`config.mk`:
```
export PLATFORM = sky130hd
export DESIGN_NAME = win_watchdog
export DESIGN_NICKNAME = d
export VERILOG_FILES = /design/src/rtl/wdog_pkg.sv /design/src/rtl/wdog_datapath.sv /design/src/rtl/wdog_ctrl.sv /design/src/rtl/win_watchdog.sv
export SDC_FILE = /design/constraint.sdc
export NUM_CORES = 1
export LEC_CHECK = 0
export ABC_AREA = 1
export BUFFER_PORTS_ARGS = -buffer_cell sky130_fd_sc_hd__buf_2
export CELL_PAD_IN_SITES_DETAIL_PLACEMENT = 0
export CELL_PAD_IN_SITES_GLOBAL_PLACEMENT = 2
export CORE_MARGIN = 10
export CORE_UTILIZATION = 33
export CTS_BUF_LIST = sky130_fd_sc_hd__clkbuf_8
export CTS_CLUSTER_SIZE = 40
export DETAILED_ROUTE_END_ITERATION = 8
export GPL_ROUTABILITY_DRIVEN = 0
export GPL_TIMING_DRIVEN = 0
export MAX_ROUTING_LAYER = met4
export PLACE_DENSITY_LB_ADDON = 0.1
export SYNTH_ARGS = -nofsm -noshare
export SYNTH_HDL_FRONTEND = slang
export SYNTH_SLANG_ARGS = --single-unit
```
`constraint.sdc`:
```
create_clock -name clk -period 6.19 [get_ports clk]
set_input_delay 1.238 -clock clk [delete_from_list [all_inputs] [get_ports clk]]
set_output_delay 1.238 -clock clk [all_outputs]
set_load 0.02 [all_outputs]
```
`src/rtl/wdog_pkg.sv`:
```
package wdog_pkg;

  // strobes from control to datapath
  typedef struct packed {
    logic reload;  // load counter from reloadVal, clear prescaler
    logic run;     // counting permitted this cycle
  } wdStrobe_t;

  typedef enum logic [1:0] {
    A_CMD  = 2'd0,
    A_CFG  = 2'd1,
    A_STAT = 2'd2,
    A_CNT  = 2'd3
  } wdAddr_t;

  localparam int unsigned CMD_GO_BIT   = 0;
  localparam int unsigned CMD_KEY_LSB  = 24;
  localparam int unsigned CFG_IRQ_BIT  = 12;
  localparam int unsigned CFG_RST_BIT  = 13;
  localparam int unsigned CFG_CPU_BIT  = 14;
  localparam int unsigned CFG_STOP_BIT = 15;
  localparam int unsigned CFG_LIM_LSB  = 16;
  localparam int unsigned CFG_HALT_BIT = 28;

endpackage

```
`src/rtl/wdog_datapath.sv`:
```
module wdog_datapath
  import wdog_pkg::*;
#(
  parameter int unsigned CNT_W   = 12,
  parameter int unsigned PRE_DIV = 128
) (
  input  logic             clk,
  input  logic             rstN,
  input  wdStrobe_t        strb,
  input  logic             slowTick,
  input  logic [CNT_W-1:0] reloadVal,
  output logic [CNT_W-1:0] cnt,
  output logic             expired
);

  localparam int unsigned PRE_W = (PRE_DIV > 1) ? $clog2(PRE_DIV) : 1;
  localparam logic [CNT_W-1:0] CNT_ONE = CNT_W'(1);

  logic preWrap;
  logic stepEn;

  generate
    if (PRE_DIV > 1) begin : g_pre
      logic [PRE_W-1:0] preCnt;
      assign preWrap = (preCnt == PRE_W'(PRE_DIV - 1));
      always_ff @(posedge clk or negedge rstN) begin
        if (!rstN) begin
          preCnt <= '0;
        end else if (strb.reload) begin
          preCnt <= '0;
        end else if (strb.run && slowTick) begin
          preCnt <= preWrap ? '0 : preCnt + PRE_W'(1);
        end
      end
    end else begin : g_nopre
      assign preWrap = 1'b1;
    end
  endgenerate

  assign stepEn  = !strb.reload && strb.run && slowTick && preWrap;
  assign expired = stepEn && (cnt == CNT_ONE);

  always_ff @(posedge clk or negedge rstN) begin
    if (!rstN) begin
      cnt <= '1;
    end else if (strb.reload) begin
      cnt <= reloadVal;
    end else if (stepEn && (cnt != '0)) begin
      cnt <= cnt - CNT_ONE;
    end
  end

  a_r2_never_rises : assert property (@(posedge clk) disable iff (!rstN)
    !strb.reload |=> (cnt <= $past(cnt)));

  a_r2_holds_idle : assert property (@(posedge clk) disable iff (!rstN)
    (!strb.reload && !(strb.run && slowTick)) |=> $stable(cnt));

  a_r3_zero_sticks : assert property (@(posedge clk) disable iff (!rstN)
    (!strb.reload && cnt == '0) |=> (cnt == '0));

endmodule

```
`src/rtl/wdog_ctrl.sv`:
```
module wdog_ctrl
  import wdog_pkg::*;
#(
  parameter int unsigned CNT_W = 12,
  parameter logic [7:0]  KEY   = 8'hA5
) (
  input  logic             clk,
  input  logic             rstN,
  input  logic             wrEn,
  input  logic             rdEn,
  input  wdAddr_t          addr,
  input  logic [31:0]      wrData,
  input  logic             dbgHalt,
  input  logic [CNT_W-1:0] cnt,
  input  logic             expired,
  output wdStrobe_t        strb,
  output logic [CNT_W-1:0] reloadVal,
  output logic [31:0]      cfgReg,
  output logic [1:0]       statFlags,
  output logic             faultIrq,
  output logic             sysRstReq,
  output logic             cpuRstReq
);

  localparam logic [31:0] FIELD_ONES = 32'((64'd1 << CNT_W) - 64'd1);
  localparam logic [31:0] CFG_MASK   = FIELD_ONES
                                     | (FIELD_ONES << CFG_LIM_LSB)
                                     | (32'd1 << CFG_IRQ_BIT)
                                     | (32'd1 << CFG_RST_BIT)
                                     | (32'd1 << CFG_CPU_BIT)
                                     | (32'd1 << CFG_STOP_BIT)
                                     | (32'd1 << CFG_HALT_BIT);
  localparam logic [31:0] CFG_RESET  = FIELD_ONES
                                     | (FIELD_ONES << CFG_LIM_LSB)
                                     | (32'd1 << CFG_RST_BIT);

  logic             cfgLocked;
  logic             errFlag;
  logic             expFlag;
  logic             cfgWr;
  logic             cmdWr;
  logic             stopped;
  logic             restartReq;
  logic             earlyHit;
  logic             legalHit;
  logic             statRd;
  logic             anyFault;
  logic [CNT_W-1:0] cfgVal;
  logic [CNT_W-1:0] cfgLim;

  assign cfgVal  = cfgReg[CNT_W-1:0];
  assign cfgLim  = cfgReg[CFG_LIM_LSB +: CNT_W];
  assign stopped = cfgReg[CFG_STOP_BIT];

  assign cfgWr      = wrEn && (addr == A_CFG) && !cfgLocked;
  assign cmdWr      = wrEn && (addr == A_CMD);
  assign restartReq = cmdWr && wrData[CMD_GO_BIT]
                      && (wrData[CMD_KEY_LSB +: 8] == KEY) && !stopped;
  assign earlyHit   = restartReq && (cnt > cfgLim);
  assign legalHit   = restartReq && !earlyHit;
  assign statRd     = rdEn && (addr == A_STAT);

  assign strb.reload = cfgWr || legalHit;
  assign strb.run    = !stopped && !(cfgReg[CFG_HALT_BIT] && dbgHalt);
  assign reloadVal   = cfgWr ? wrData[CNT_W-1:0] : cfgVal;

  always_ff @(posedge clk or negedge rstN) begin
    if (!rstN) begin
      cfgReg    <= CFG_RESET;
      cfgLocked <= 1'b0;
    end else if (cfgWr) begin
      cfgReg    <= wrData & CFG_MASK;
      cfgLocked <= 1'b1;
    end
  end

  always_ff @(posedge clk or negedge rstN) begin
    if (!rstN) begin
      errFlag <= 1'b0;
      expFlag <= 1'b0;
    end else begin
      if (earlyHit)      errFlag <= 1'b1;
      else if (statRd)   errFlag <= 1'b0;
      if (expired && !stopped) expFlag <= 1'b1;
      else if (statRd)         expFlag <= 1'b0;
    end
  end

  assign statFlags = {errFlag, expFlag};
  assign anyFault  = errFlag || expFlag;
  assign faultIrq  = cfgReg[CFG_IRQ_BIT] && anyFault;
  assign sysRstReq = cfgReg[CFG_RST_BIT] && !cfgReg[CFG_CPU_BIT] && anyFault;
  assign cpuRstReq = cfgReg[CFG_RST_BIT] &&  cfgReg[CFG_CPU_BIT] && anyFault;

  a_r7_cfg_frozen : assert property (@(posedge clk) disable iff (!rstN)
    cfgLocked |=> $stable(cfgReg));

  a_r4_legal_reload : assert property (@(posedge clk) disable iff (!rstN)
    legalHit |=> (cnt == $past(cfgVal)));

  a_r6_early_flags : assert property (@(posedge clk) disable iff (!rstN)
    earlyHit |=> errFlag);

  a_r8_stopped_quiet : assert property (@(posedge clk) disable iff (!rstN)
    (cfgLocked && stopped && !errFlag && !expFlag) |=> (!errFlag && !expFlag));

endmodule

```
`src/rtl/win_watchdog.sv`:
```
module win_watchdog
  import wdog_pkg::*;
#(
  parameter int unsigned CNT_W   = 12,
  parameter int unsigned PRE_DIV = 128,
  parameter logic [7:0]  KEY     = 8'hA5
) (
  input  logic        clk,
  input  logic        rstN,
  input  logic        slowTick,
  input  logic        dbgHalt,
  input  logic        wrEn,
  input  logic        rdEn,
  input  logic [1:0]  addr,
  input  logic [31:0] wrData,
  output logic [31:0] rdData,
  output logic        faultIrq,
  output logic        sysRstReq,
  output logic        cpuRstReq
);

  wdStrobe_t        strb;
  wdAddr_t          addrT;
  logic [CNT_W-1:0] cnt;
  logic [CNT_W-1:0] reloadVal;
  logic             expired;
  logic [31:0]      cfgReg;
  logic [1:0]       statFlags;

  assign addrT = wdAddr_t'(addr);

  wdog_ctrl #(.CNT_W(CNT_W), .KEY(KEY)) u_ctrl (
    .clk       (clk),
    .rstN      (rstN),
    .wrEn      (wrEn),
    .rdEn      (rdEn),
    .addr      (addrT),
    .wrData    (wrData),
    .dbgHalt   (dbgHalt),
    .cnt       (cnt),
    .expired   (expired),
    .strb      (strb),
    .reloadVal (reloadVal),
    .cfgReg    (cfgReg),
    .statFlags (statFlags),
    .faultIrq  (faultIrq),
    .sysRstReq (sysRstReq),
    .cpuRstReq (cpuRstReq)
  );

  wdog_datapath #(.CNT_W(CNT_W), .PRE_DIV(PRE_DIV)) u_dp (
    .clk       (clk),
    .rstN      (rstN),
    .strb      (strb),
    .slowTick  (slowTick),
    .reloadVal (reloadVal),
    .cnt       (cnt),
    .expired   (expired)
  );

  always_comb begin
    unique case (addrT)
      A_CFG:   rdData = cfgReg;
      A_STAT:  rdData = {30'd0, statFlags};
      A_CNT:   rdData = 32'(cnt);
      default: rdData = '0;
    endcase
  end

  a_r11_one_target : assert property (@(posedge clk) disable iff (!rstN)
    !(sysRstReq && cpuRstReq));

endmodule

```
* Yosys cells after proc, flatten, opt, wreduce, memory -nomap -nowiden *
Cells that the tools add are included.
Widths: inputs -> output; s select.

operators by class
  add/subtract/negate cells = 2
  eq/ne operators = 6
  reduce and logical (&&, ||, !) cells = 37
  multiplexer cells = 10
  $lt $le $gt $ge = 1

operator list
  kind                   count
  $pmux 29 s3            1
  $mux 12                3
  $logic_and 1x1->1      23
  $mux 7                 3
  $eq 12x1->1 const B    1
  $gt 12x12->1           1
  $reduce_bool 12->1     1
  $sub 12x1->12 const B  1
  $eq 8x8->1 const B     1
  $reduce_bool 2->1      4
  $add 7x1->7 const B    1
  $eq 7x7->1 const B     1
  $logic_not 1->1        6
  $eq 2x2->1 const B     2
  $mux 1                 3
  $eq 2x1->1 const B     1
  $logic_not 2->1        1
  $logic_or 1x1->1       2

storage, ports and cells
  register bits after elaboration = 51
  input bits = 40

* Longest topological paths before layout *
  word-level depth = 16
  mapped depth = 17
  mapped depth without buffers = 16

* By module *
Synthesis repeated with hierarchy kept, for this count alone.

unflattened totals
  cell total of the unflattened synthesis = 442
  area total of the unflattened synthesis = 3398.3 um2

modules (own cells, without submodules)
  module         cells each  area an instance (um2)  instances
  wdog_ctrl      173         1706.6                  1
  wdog_datapath  182         1283.7                  1
  win_watchdog   87          407.9                   1

* Least setup slack after synthesis *
OpenSTA, ideal clock, no wires.

  kind = input to output
  start = in addr[1]
  end = out rdData[10]
  arrival = 2193 ps
  cell stages on the path = 5
  buffers on the path = 2
  slack = 2759 ps
  cell sequence = buf_2 > nor2_4 > inv_2 > clkbuf_1 > o22ai_1

between the ends
  cells in the longest elaborated chain, start to end = 2

ends and longest elaborated chain
  element                                   RTL line            text
  from (decl)                               win_watchdog.sv:14  input logic [1:0] addr,
  $eq 2x2->1 or $eq 2x1->1 (tied branches)  win_watchdog.sv:62  unique case (addrT)
  $pmux 29 s3 (*)                           win_watchdog.sv:62
  to (decl)                                 win_watchdog.sv:16  output logic [31:0] rdData,

Every way passes the cells marked *; elsewhere a longest branch is shown, timed or not.

* Worst setup path after layout *
  start = in addr[0]
  end = out rdData[4]

The elaborated chain is that of the path after synthesis.

==> impl_results.rst <==
.. list-table::
   :header-rows: 1

   * - Metric
     - Value
   * - Status
     - completed
   * - Distinct cell type count of the synthesized netlist
     - 34
   * - Nature of the critical path endpoint
     - output port
   * - Post-CTS setup buffers
     - 0
   * - Top library cells by usage in the layout, fill and taps aside
     - sky130_fd_sc_hd__nand2_1 (152), sky130_fd_sc_hd__buf_2 (75), sky130_fd_sc_hd__inv_1 (52), sky130_fd_sc_hd__dfstp_2 (37), sky130_fd_sc_hd__nor2_1 (34)
   * - Global-route wire length before repair
     - 15.8 mm
   * - Top Layer Used
     - met4
   * - Total clock buffers created by CTS
     - 5
   * - Number of hold-repair buffers added at the cts stage
     - 0
   * - Sequential fraction of the synthesis area
     - 41.6%
   * - Mean Syn Cell Area
     - 7.43 sq um
   * - Count of mapped cells out of synthesis
     - 428
   * - PwrDens
     - 382 nW/um^2
   * - Total routed wirelength
     - 9.51 mm
   * - CTS root buffer
     - sky130_fd_sc_hd__clkbuf_8
   * - Combined area of the multi-input logic cells
     - 1570 sq um
   * - Clock latency on the worst-skew pair
     - 0.30 ns
   * - Area growth, synth to finish
     - 19.3%
   * - Kind of start point of the critical path
     - primary input
   * - Diodes inserted
     - 0
   * - Placeable core region
     - 9330 sq um
   * - Number of synthesized register bits
     - 51
   * - Maximum number of pins on one net before global-route repair
     - 52
   * - Total Routing Usage GR
     - 14.1%
   * - Number of global-route vias before repair
     - 2,965
   * - Total setup violations reported at the end of the flow
     - 0
   * - RSZ-0062 raised after global routing
     - false
   * - Critical setup path kind
     - in -> out
   * - Number of vias per cell
     - 4.54
   * - Initial Utilization
     - 34.1%
   * - Number of warnings printed during yosys synthesis
     - 0
   * - Die H
     - 118 um
   * - Synthesized cell area
     - 3180 sq um
   * - Count of endpoints failing hold in the final timing report
     - 0
   * - Part of the cycle the worst path needs
     - 62.1%
   * - Number of synthesized flops with an enable pin
     - 0
   * - Proportion of layout cells with a drive suffix above 1
     - 26.2%
   * - Worst-margin pin slew
     - 1.15 ns
   * - HPWL after DPL
     - 7.52 mm
   * - Routed met3 length
     - 344 um
   * - Pins over their slew limit
     - 0
   * - Via count of the routed design
     - 2,892
   * - Initial antenna violation count
     - 0
   * - Register clock-pin slew on the reported worst setup and hold paths
     - 0.09 ns
   * - Count of cells along the worst register-to-register path
     - 13
   * - Wire length per cell
     - 14.9 um
   * - Peak supply drop
     - 0.107 mV
   * - Congestion Overflow GR
     - 0
   * - Worst rel slew slack
     - 23.4%
   * - TritonCTS clock tree
     - yes
   * - Number of DRC violations after detailed routing
     - 0
   * - Count of input and output buffers
     - 70
   * - Number of clock sinks
     - 51
   * - Die width
     - 118 um
   * - Arrival @ worst endpoint
     - 2.61 ns
   * - Leading register cell type out of synthesis
     - sky130_fd_sc_hd__dfstp_2
   * - Cell depth of the worst min-delay path
     - 2
   * - Met2 layer wire length in the routed design
     - 4.39 mm
   * - Minimum period implied by the final worst setup slack
     - 3.85 ns
   * - Number of filler instances in the final layout
     - 1,045
   * - Setup TNS
     - 0 ns
   * - Maximum level of the CTS H-tree
     - 2
   * - Area taken by flip-flops and latches
     - 1320 sq um
   * - Minimum hold slack
     - 0.485 ns
   * - Max-capacitance violation count
     - 0
   * - Worst endpoint required time
     - 4.95 ns
   * - First-pass detailed-route iteration total
     - 5
   * - Leakage dissipation
     - 1.97 nW
   * - Share of flip-flops with an asynchronous set or reset
     - 100%
   * - Most frequent standard cell in the layout excluding fill and tap cells
     - sky130_fd_sc_hd__nand2_1
   * - Routed length on met1
     - 4.73 mm
   * - Boundary Pins
     - 75
   * - Peak fanout along the critical path
     - 10
   * - Total Die Area
     - 14,000 sq um
   * - Post-detailed-route count of antenna-violating nets
     - 0
   * - Worst Skew
     - 0.0103 ns
   * - Deepest clock path buffer count
     - 2
   * - Cts repair resizes
     - 0
   * - Class of the worst hold path
     - reg -> reg
   * - Initial DRC Count
     - 138
   * - Fmax achieved
     - 260 MHz
   * - Site Rows
     - 35
   * - Net count, final
     - 562
==> final timing paths <==
path                                    from                    to  slack [ns]
max                                  addr[0]             rdData[4]        2.34
min                         u_ctrl.cfgReg[8]      u_ctrl.cfgReg[8]        0.49
max reg2reg                u_ctrl.cfgReg[27]           u_dp.cnt[1]        3.60
min reg2reg                 u_ctrl.cfgReg[8]      u_ctrl.cfgReg[8]        0.49
max in group asynchronous               rstN  u_dp.g_pre.preCnt[6]        4.34
min in group asynchronous               rstN     u_ctrl.cfgReg[12]        1.15
==> synthesized netlist by cell type (2+ instances only) <==
library cell | count | share of area [%]
sky130_fd_sc_hd__a21oi_1 | 3 | 0.47
sky130_fd_sc_hd__buf_2 | 5 | 0.79
sky130_fd_sc_hd__buf_4 | 5 | 1.2
sky130_fd_sc_hd__clkbuf_1 | 8 | 0.94
sky130_fd_sc_hd__dfrtp_1 | 14 | 11
sky130_fd_sc_hd__dfstp_2 | 37 | 31
sky130_fd_sc_hd__ha_1 | 15 | 5.9
sky130_fd_sc_hd__inv_1 | 51 | 6.0
sky130_fd_sc_hd__inv_2 | 3 | 0.35
sky130_fd_sc_hd__nand2_1 | 152 | 18
sky130_fd_sc_hd__nand3_1 | 11 | 1.7
sky130_fd_sc_hd__nand4_1 | 5 | 0.98
sky130_fd_sc_hd__nor2_1 | 34 | 4.0
sky130_fd_sc_hd__nor3_1 | 7 | 1.1
sky130_fd_sc_hd__nor3b_1 | 2 | 0.47
sky130_fd_sc_hd__nor4_1 | 2 | 0.39
sky130_fd_sc_hd__o21ai_0 | 27 | 4.3
sky130_fd_sc_hd__o21ai_1 | 5 | 0.79
sky130_fd_sc_hd__o221ai_1 | 2 | 0.55
sky130_fd_sc_hd__o22ai_1 | 4 | 0.79
sky130_fd_sc_hd__o311ai_0 | 11 | 3.0
sky130_fd_sc_hd__or2_2 | 2 | 0.39
sky130_fd_sc_hd__xnor2_1 | 2 | 0.55
sky130_fd_sc_hd__xor2_1 | 11 | 3.0
==> stage by stage <==
| stage | instance area (sq um) | instances | setup WS (ns) | total power, mW | util, % |
|---|---|---|---|---|---|
| 6_report | 3790 | 637 | 2.34 | 1.45 | 40.7 |
| 5_1_grt | 3790 | 637 | 2.22 | 1.60 | 40.7 |
| 4_1_cts | 3790 | 637 | 2.27 | 1.46 | 40.7 |
| 3_5_place_dp | 3700 | 629 | 2.28 | 1.25 | 39.6 |
| 3_3_place_gp | 3700 | 629 | 2.27 | 1.24 | 39.6 |
| 2_1_floorplan | 3190 | 430 | 2.76 | 1.06 | - |
==> per-layer routing <==
metal	up-vias	global-route usage, %
met1	1310	18.6
li1	1521	-
met2	57	22.4
met5	-	-
met4	0	2.70
met3	4	2.52
==> power by group <==
part | total [mW] | internal (mW) | leakage (nW) | switching [mW]
Sequential | 0.615 | 0.516 | 0.567 | 0.0985
Clock | 0.206 | 0.0904 | 0.0526 | 0.116
Combinational | 0.627 | 0.233 | 1.35 | 0.394
==> final cells by class <==
class | count | share of cell area, %
multi-input cells | 307 | 41.3
flip-flops and latches | 51 | 34.9
repair buffers | 70 | 9.24
inverters | 54 | 5.34
well taps | 129 | 4.26
plain buffers | 18 | 2.44
clock buffers | 6 | 2.18
clock inverters | 2 | 0.330
==> worst max-delay path, stage by stage <==
cell and delay, ns:
sky130_fd_sc_hd__buf_2 0.13, sky130_fd_sc_hd__inv_2 0.08, sky130_fd_sc_hd__nor2_4 0.06, sky130_fd_sc_hd__inv_2 0.12
sky130_fd_sc_hd__clkbuf_1 0.60, sky130_fd_sc_hd__o22ai_1 0.16, sky130_fd_sc_hd__buf_2 0.21
==> sequential cells by signal, indices dropped and copies added (netlist names) <==
| name | cells |
|---|---|
| u_ctrl.cfgLocked | 1 |
| u_ctrl.cfgReg | 29 |
| u_dp.g_pre.preCnt | 7 |
| u_ctrl.expFlag | 1 |
| u_dp.cnt | 12 |
| u_ctrl.errFlag | 1 |
==> kinds of logic (layout without fill, tap and decap cells) <==
family                     after synthesis  count (layout)  share of synthesized area (%)
and+or+nand+nor                        219             219                           28.3
buffers and inverters                   72             150                           9.29
AOI/OAI and AO/OA                       57              57                           11.1
DFF                                     51              51                           41.6
adders and majority gates               15              15                           5.91
xor gates and xnor gates                13              13                           3.58
other                                    1               3                          0.118
Note: power is estimated with default switching activity, not from simulation.
